[src/rtl/wdog_pkg.sv]
package wdog_pkg;
  typedef enum logic [1:0] {
    WD_ARMED = 2'd0,
    WD_GRACE = 2'd1,
    WD_PULSE = 2'd2
  } wd_state_e;
endpackage

[src/rtl/wdog_load_clamp.sv]
module wdog_load_clamp #(
  parameter int CNT_W    = 14,
  parameter int MAX_LOAD = 9990
) (
  input  logic [CNT_W-1:0] raw,
  output logic [CNT_W-1:0] limited
);
  localparam logic [CNT_W-1:0] LIM_HI = CNT_W'(MAX_LOAD);
  localparam logic [CNT_W-1:0] LIM_LO = CNT_W'(1);

  always_comb begin
    if (raw == '0)          limited = LIM_LO;
    else if (raw > LIM_HI)  limited = LIM_HI;
    else                    limited = raw;
  end
endmodule

[src/rtl/wdog_dcount.sv]
module wdog_dcount #(
  parameter int W       = 8,
  parameter int RST_VAL = 0
) (
  input  logic         clk,
  input  logic         rst,
  input  logic         load,
  input  logic [W-1:0] load_val,
  input  logic         dec,
  output logic [W-1:0] cnt,
  output logic         last
);
  always_ff @(posedge clk) begin
    if (rst)       cnt <= W'(RST_VAL);
    else if (load) cnt <= load_val;
    else if (dec)  cnt <= cnt - W'(1);
  end

  assign last = (cnt == W'(1));

  AST_NO_UNDERFLOW: assert property (@(posedge clk) disable iff (rst)
    !(dec && !load && cnt == '0));
endmodule

[src/rtl/wdog_two_stage.sv]
module wdog_two_stage #(
  parameter int CNT_W          = 14,
  parameter int MAX_LOAD       = 9990,
  parameter int RELOAD_DEFAULT = 9990,
  parameter int GRACE_TICKS    = 30,
  parameter int RST_CYCLES     = 16
) (
  input  logic             clk,
  input  logic             rst,
  input  logic             tick,
  input  logic             reg_acc,
  input  logic             load_we,
  input  logic [CNT_W-1:0] load_data,
  input  logic             reason_clr,
  output logic             halt_req,
  output logic             mod_rst,
  output logic             reason
);
  import wdog_pkg::*;

  localparam int GR_W = $clog2(GRACE_TICKS + 1);
  localparam int PL_W = $clog2(RST_CYCLES + 1);

  wd_state_e        state_q, state_d;
  logic [CNT_W-1:0] reload_q, clamped, main_cnt, main_val;
  logic [GR_W-1:0]  grace_cnt;
  logic [PL_W-1:0]  pulse_cnt;
  logic             main_last, grace_last, pulse_last;
  logic             armed, in_grace, in_pulse, touched;
  logic             main_load, main_dec, expire;
  logic             grace_load, grace_dec, enter_pulse;
  logic             pulse_dec, leave_pulse;

  assign armed    = (state_q == WD_ARMED);
  assign in_grace = (state_q == WD_GRACE);
  assign in_pulse = (state_q == WD_PULSE);
  assign touched  = reg_acc | load_we;

  wdog_load_clamp #(.CNT_W(CNT_W), .MAX_LOAD(MAX_LOAD)) u_clamp (
    .raw(load_data), .limited(clamped)
  );

  // reload value register: writable only while armed
  always_ff @(posedge clk) begin
    if (rst)                  reload_q <= CNT_W'(RELOAD_DEFAULT);
    else if (armed && load_we) reload_q <= clamped;
  end

  // stage one: timeout counter
  assign expire      = armed && !touched && tick && main_last;
  assign leave_pulse = in_pulse && pulse_last;
  assign main_load   = (armed && touched) || leave_pulse;
  assign main_val    = (armed && load_we) ? clamped : reload_q;
  assign main_dec    = armed && !touched && tick && !main_last;

  wdog_dcount #(.W(CNT_W), .RST_VAL(RELOAD_DEFAULT)) u_main (
    .clk(clk), .rst(rst), .load(main_load), .load_val(main_val),
    .dec(main_dec), .cnt(main_cnt), .last(main_last)
  );

  // stage two: grace interval in ticks
  assign enter_pulse = in_grace && tick && grace_last;
  assign grace_load  = expire;
  assign grace_dec   = in_grace && tick && !grace_last;

  wdog_dcount #(.W(GR_W), .RST_VAL(0)) u_grace (
    .clk(clk), .rst(rst), .load(grace_load), .load_val(GR_W'(GRACE_TICKS)),
    .dec(grace_dec), .cnt(grace_cnt), .last(grace_last)
  );

  // reset pulse width in clocks
  assign pulse_dec = in_pulse && !pulse_last;

  wdog_dcount #(.W(PL_W), .RST_VAL(0)) u_pulse (
    .clk(clk), .rst(rst), .load(enter_pulse), .load_val(PL_W'(RST_CYCLES)),
    .dec(pulse_dec), .cnt(pulse_cnt), .last(pulse_last)
  );

  always_comb begin
    state_d = state_q;
    unique case (state_q)
      WD_ARMED: if (expire)      state_d = WD_GRACE;
      WD_GRACE: if (enter_pulse) state_d = WD_PULSE;
      WD_PULSE: if (leave_pulse) state_d = WD_ARMED;
      default:                   state_d = WD_ARMED;
    endcase
  end

  always_ff @(posedge clk) begin
    if (rst) begin
      state_q  <= WD_ARMED;
      halt_req <= 1'b0;
      mod_rst  <= 1'b0;
    end else begin
      state_q  <= state_d;
      halt_req <= (state_d == WD_GRACE);
      mod_rst  <= (state_d == WD_PULSE);
    end
  end

  always_ff @(posedge clk) begin
    if (rst)              reason <= 1'b0;
    else if (enter_pulse) reason <= 1'b1;
    else if (reason_clr)  reason <= 1'b0;
  end

  AST_HALT_FROM_LAST_TICK: assert property (@(posedge clk) disable iff (rst)
    $rose(halt_req) |-> ($past(main_cnt) == CNT_W'(1) && $past(tick)));
  AST_ARMED_RANGE: assert property (@(posedge clk) disable iff (rst)
    armed |-> (main_cnt >= CNT_W'(1) && main_cnt <= CNT_W'(MAX_LOAD)));
  AST_RELOAD_RANGE: assert property (@(posedge clk) disable iff (rst)
    (reload_q >= CNT_W'(1) && reload_q <= CNT_W'(MAX_LOAD)));
  AST_HALT_LEADS_RESET: assert property (@(posedge clk) disable iff (rst)
    $rose(mod_rst) |-> $past(halt_req));
  AST_GRACE_HOLDS: assert property (@(posedge clk) disable iff (rst)
    (halt_req && !tick) |=> halt_req);
  AST_GRACE_KEEPS_RELOAD: assert property (@(posedge clk) disable iff (rst)
    halt_req |=> $stable(reload_q));
  AST_PULSE_IGNORES_TICK: assert property (@(posedge clk) disable iff (rst)
    (mod_rst && pulse_cnt > PL_W'(1)) |=> mod_rst);
  AST_REASON_WITH_RESET: assert property (@(posedge clk) disable iff (rst)
    $rose(mod_rst) |-> reason);
  AST_REASON_STICKY: assert property (@(posedge clk) disable iff (rst)
    (reason && !reason_clr) |=> reason);
  AST_OUTPUTS_EXCLUSIVE: assert property (@(posedge clk) disable iff (rst)
    !(halt_req && mod_rst));
endmodule

[config.mk]
export PLATFORM = sky130hd
export DESIGN_NAME = wdog_two_stage
export DESIGN_NICKNAME = d
export VERILOG_FILES = /design/src/rtl/wdog_pkg.sv /design/src/rtl/wdog_load_clamp.sv /design/src/rtl/wdog_dcount.sv /design/src/rtl/wdog_two_stage.sv
export SDC_FILE = /design/constraint.sdc
export NUM_CORES = 1
export LEC_CHECK = 0
export BUFFER_PORTS_ARGS = -buffer_cell sky130_fd_sc_hd__buf_2
export CAP_MARGIN = 15
export CORE_MARGIN = 5
export CORE_UTILIZATION = 41
export CTS_CLUSTER_SIZE = 8
export DETAILED_ROUTE_END_ITERATION = 8
export GPL_TIMING_DRIVEN = 0
export PLACE_DENSITY = 0.61
export REMOVE_ABC_BUFFERS = 1
export SLEW_MARGIN = 20
export SYNTH_ARGS = -nofsm -noshare
export SYNTH_HDL_FRONTEND = slang
export SYNTH_SLANG_ARGS = --single-unit
[constraint.sdc]
create_clock -name clk -period 2.1 [get_ports clk]
set_clock_uncertainty 0.05 [all_clocks]
set_input_delay 0.525 -clock clk [delete_from_list [all_inputs] [get_ports clk]]
set_output_delay 0.525 -clock clk [all_outputs]
set_load 0.05 [all_outputs]
== Yosys cells after proc, flatten, opt, wreduce, memory -nomap -nowiden ==
Cells that the tools add are included.
Word-level totals
  register bits after elaboration: 43
  latch bits: 0
  RAM bits: 0
  ROM bits: 0
  input port bits: 20
  memories kept: 0
Operators by class
  $add $sub $neg: 3
  multiply operators: 0
  divide/modulo/power cells: 0
  magnitude comparators: 1
  eq/ne operators: 7
  shift-type cells: 0
  mux-type cells: 15
  bitwise logic cells: 1
  reductions and logical operators: 24
Operators by type and width (number)
  $mux 14: 5
  $mux 5: 4
  $eq 14x1->1 const B: 1
  $gt 14x14->1 const B: 1
  $logic_not 14->1: 1
  $sub 14x1->14 const B: 1
  $logic_and 1x1->1: 11
  $eq 5x1->1 const B: 2
  $sub 5x1->5 const B: 2
  $reduce_bool 2->1: 4
  $mux 2: 3
  $pmux 2 s3: 1
  $eq 2x1->1 const B: 2
  $eq 2x2->1 const B: 2
  $logic_not 1->1: 4
  $reduce_or 2->1: 2
  $logic_not 2->1: 1
  $mux 1: 2
  $logic_or 1x1->1: 1
  $or 1x1->1: 1

== Logic depth before layout (Yosys ltp) ==
  depth after elaboration: 8
  mapped depth: 8
  mapped depth without buffers: 7

== Hierarchy ==
From an unflattened synthesis, not the netlist that was laid out.
Unflattened totals
  cells, all modules: 293
  area total of the unflattened synthesis: 2675.1 um^2
By module, submodules not included
  wdog_two_stage: instances 1, cells an instance 102, area an instance 1067.3 um^2
  wdog_dcount at u_main: instances 1, cells an instance 98, area an instance 842.1 um^2
  wdog_dcount at u_grace ...: instances 2, cells an instance 33, area an instance 294.0 um^2
  wdog_load_clamp: instances 1, cells an instance 27, area an instance 177.7 um^2

== Worst setup path before layout ==
OpenSTA, ideal clock, no wires.
  kind: register -> register
  start point: register u_pulse.cnt[0]
  end point: register u_main.cnt[1]
  setup time: 134 ps
  arrival time: 2077 ps
  slack: -161 ps
  cell stages (with the launch flop): 8
  path buffers: 1
  period minus slack after synthesis: 2261 ps
  cells stage by stage: dfxtp_1 -> ha_1 -> or4b_1 -> a211o_1 -> buf_2 -> o211ai_1 -> o21ai_1 -> or4_1
On the way
  word-level cells in the longest chain between the ends: 4
  elaborated cells between the ends (all ways): 5
  classes of those cells: eq/ne (1); mux (1); reduce/logical (3)
RTL lines
  start, declared: RTL line wdog_dcount.sv:10  | output logic [W-1:0] cnt,
  start signal, assigned: RTL line wdog_dcount.sv:14  | if (rst) cnt <= W'(RST_VAL);
  start signal, assigned: RTL line wdog_dcount.sv:15  | else if (load) cnt <= load_val;
  start signal, assigned: RTL line wdog_dcount.sv:16  | else if (dec) cnt <= cnt - W'(1);
  $eq 5x1->1 *: RTL line wdog_dcount.sv:19  | assign last = (cnt == W'(1));
  $logic_and 1x1->1 *: RTL line wdog_two_stage.sv:51  | assign leave_pulse = in_pulse && pulse_last;
  $logic_or 1x1->1 *: RTL line wdog_two_stage.sv:52  | assign main_load = (armed && touched) || leave_pulse;
  $mux 14 / $reduce_bool 2->1 (equally long branches)
  end signal, assigned: RTL line wdog_dcount.sv:14
  end signal, assigned: RTL line wdog_dcount.sv:15
  end signal, assigned: RTL line wdog_dcount.sv:16
  end, declared: RTL line wdog_dcount.sv:10
Mark *: on every way between the ends. The rest lies on a longest branch, timed or not.
A chain may end at the register's enable or synchronous reset.

== Worst setup path in the final report ==
  start point: register u_main.cnt[2]
  end point: register u_main.cnt[1]
On the way
  word-level cells in the longest chain between the ends: 4
RTL lines
  $eq 14x1->1: RTL line wdog_dcount.sv:19
  $logic_not 1->1: RTL line wdog_two_stage.sv:54  | assign main_dec = armed && !touched && tick && !main_last;
  $logic_and 1x1->1: RTL line wdog_two_stage.sv:54
  $reduce_bool 2->1 (no line)
Every way passes these cells.

==> results.toml <==
[outcome]
status = "complete, but fails checks"
violations = "negative setup slack"

[synth]
syn_avg_cell_area_um2 = 8.52
ys.flop_type = "dfxtp_1"
synthDominantCellAreaShare_pct = 39.0
ys_warn_count = 0
synthTopCellsByArea = "dfxtp_1 39%, nor2_1 5.4%, a21oi_1 3.6%, nand2_1 3.6%, ha_1 3.4%"
synth-edff-count = 0
async_reset_ff_share_pct = 0
ys_ff_latch = 43
netlist_area_um2 = 2210
ys_types = 52
netlist_instances = 259
synth_top_area_cell = "dfxtp_1"
ys_seq_area_share_pct = 39.0

[critical_path]
cp.arrival_ns = 2.31
cp_max_fo = 7
start_kind = "flip-flop"
cp-end-kind = "flip-flop"
cp.required_ns = 2.23
r2r_slack_ns = -0.08
worstSetupPathType = "reg -> reg"

[flow_run]
drv_cap = 0

[timing]
setup_tns_ns = -0.244
max_freq_mhz = 459
relSlewSlack_pct = 56.5
drv_slew = 0
hold_violations = 0
min_period_ns = 2.18
hold-worst-slack_ns = 0.421
setup_viol = 5
finalWorstSetupSlack_ns = -0.0787
rsz0062_at_grt = "true"
worstMarginPinSlew_ns = 0.652
period_share_pct = 104

[placed_design]
port_buffers = 22
dp_hpwl_um = 3540
gp_congestion = 0.839
placedInstanceArea_um2 = 2370

[global_route]
grt_max_degree = 38
grt_first_pass_wirelength_um = 8890
grt_overflow_total = 0
antenna_found_initial = 0
grt_pass1_vias = 1895
grt.total_usage_pct = 15.5

[floorplanning]
die_y_um = 83.4
die_w_um = 83.4
rows = 26
dieArea_um2 = 6950
initial_core_util_pct = 42.7
io_pins = 23
core_area_um2 = 5170

[drt]
first_iter_violations = 148
via_per_inst = 5.47
vias = 2031
drcViolationCount = 0
wl_per_cell_um = 15.1
wirelength_um = 5610
dr.pass1.iters = 4
drtAntennaViolNets = 0

[power_and_ir_drop]
ir_drop_v = 0.000343
leakagePower_nw = 1.06
cellPowerDensity_nw_per_um2 = 583

[clock_tree]
cts_tree = "yes"
cts_max_level = 2
clock-sinks = 43
numCtsBuffers = 5
cts_root_buffer = "clkbuf_8"
clkTransAtPathRegs_ns = 0.08
clk_latency_ns = 0.30
clockBufferDepth = 2

[cells_and_area]
ff_latch_area_um2 = 867
design_area_um2 = 2790
nFillCells = 465
antennaDiodeCount = 0
syn_to_final_growth_pct = 26.6
fin_nets = 326
multi_input_area_um2 = 1400
drive_gt1_share_pct = 28.9

[hold_path]
min_path_type = "reg -> reg"
## state kept, by name, summed over array words and instances, names as in the netlist
| register | count |
|---|---|
| reload_q | 14 |
| u_main.cnt | 14 |
| u_grace.cnt | 5 |
| u_pulse.cnt | 5 |
| state_q | 2 |
| halt_req | 1 |
| mod_rst | 1 |
| reason | 1 |
## path summary, 6_finish.rpt
check,startpoint,depth (start not counted),end
max,u_main.cnt[2]$_SDFFE_PP1P_,6,u_main.cnt[1]$_SDFFE_PP1P_
min,reload_q[5]$_SDFF_PP0_,2,reload_q[5]$_SDFF_PP0_
max reg2reg,u_main.cnt[2]$_SDFFE_PP1P_,6,u_main.cnt[1]$_SDFFE_PP1P_
min reg2reg,reload_q[5]$_SDFF_PP0_,2,reload_q[5]$_SDFF_PP0_
## Yosys cell counts, types with 2 or more instances
library cell  instances
dfxtp_1              43
nor2_1               32
nand2_1              21
a21oi_1              16
nor3_1               10
clkbuf_1              9
inv_1                 8
nand2b_1              7
a211oi_1              6
ha_1                  6
nor4_1                6
xnor2_1               6
xor2_1                6
a31oi_1               5
mux2i_1               5
nand3_1               5
a21o_1                4
nand3b_1              4
o21ai_0               4
or4_1                 4
a32oi_1               3
nor4b_1               3
o211ai_1              3
o22ai_1               3
a211o_1               2
a2bb2oi_1             2
and2_1                2
and3_1                2
and3b_1               2
buf_2                 2
nand4_1               2
nor3b_1               2
nor4bb_1              2
o311a_1               2
or2_2                 2
or3_1                 2
## timing repair
| item | 4_1_cts | 5_1_grt |
|---|---|---|
| setup buffers | 12 | 10 |
| gates resized for setup | 19 | 16 |
| pin swaps | 8 | 9 |
| hold buffers | 0 | 0 |
| gates cloned | 0 | 1 |
| setup endpoints to repair | 17 | 16 |
| hold endpoints to repair | 0 | 0 |
## cell usage in the layout (no fill, tap or decap), drive strengths merged, types with 3 or more instances in the layout
cell type   n
buf        44
dfxtp      43
nor2       32
nand2      21
a21oi      16
nor3       10
inv         8
nand2b      7
clkbuf      7
nor4        7
xor2        6
xnor2       6
ha          6
a211oi      6
nand3       5
mux2i       5
a31oi       5
o21ai       5
or4         5
a21o        4
nand3b      4
a32oi       3
o211ai      3
nor4b       3
o22ai       3
a211o       3
## power breakdown
| group | internal [W] | switching, W |
|---|---|---|
| logic | 0.000104 | 0.000124 |
| registers | 0.000849 | 0.0000273 |
| clock network | 0.000233 | 0.000294 |
## area by class of cell
type,count,area share (%)
Multi-Input combinational cell,197,50.1
Sequential cell,43,31.0
Timing Repair Buffer,45,11.6
Tap cell,70,3.13
Clock buffer,6,2.60
Inverter,8,1.07
Clock inverter,2,0.448
## metrics by stage
step                      power [W]  instances  worst slack, ns  util (%)
after global placement      0.00107        340           -0.677      45.6
after global routing        0.00171        371           -0.148      54.0
final                       0.00163        371          -0.0787      54.0
after detailed placement    0.00107        340           -0.720      45.7
after CTS                   0.00161        360          -0.0297      50.4
after floorplan             0.00100        248           -0.173         -
## worst max-delay path, cell delays in order, from the launching register on
cell	delay [ns]
dfxtp_2	0.37
or4_4	0.57
nor4_4	0.30
buf_4	0.18
or2_4	0.14
o21ai_1	0.06
or4_1	0.39
## cells by family (layout without fill, tap and decap cells)
kind of cell	after synthesis	count (layout)	synth area share (%)
AO/OA/AOI/OAI	59	59	18.5
AND/OR/NAND/NOR	115	115	28.7
flip-flops	43	43	39.0
multiplexers	5	5	2.27
buffers and inverters	19	61	3.34
adder cells (fa/ha/maj)	6	6	3.40
XOR/XNOR	12	12	4.76
## layer usage
metal | share of wire [%] | GRT usage, % | vias up
met5 | 0 | 0 | -
met2 | 46 | 24.3 | 54
met4 | 1.5 | 6.24 | 0
li1 | - | - | 1029
met3 | 4.0 | 2.48 | 8
met1 | 48 | 21.1 | 940
Note: power is estimated with default switching activity, not from simulation.
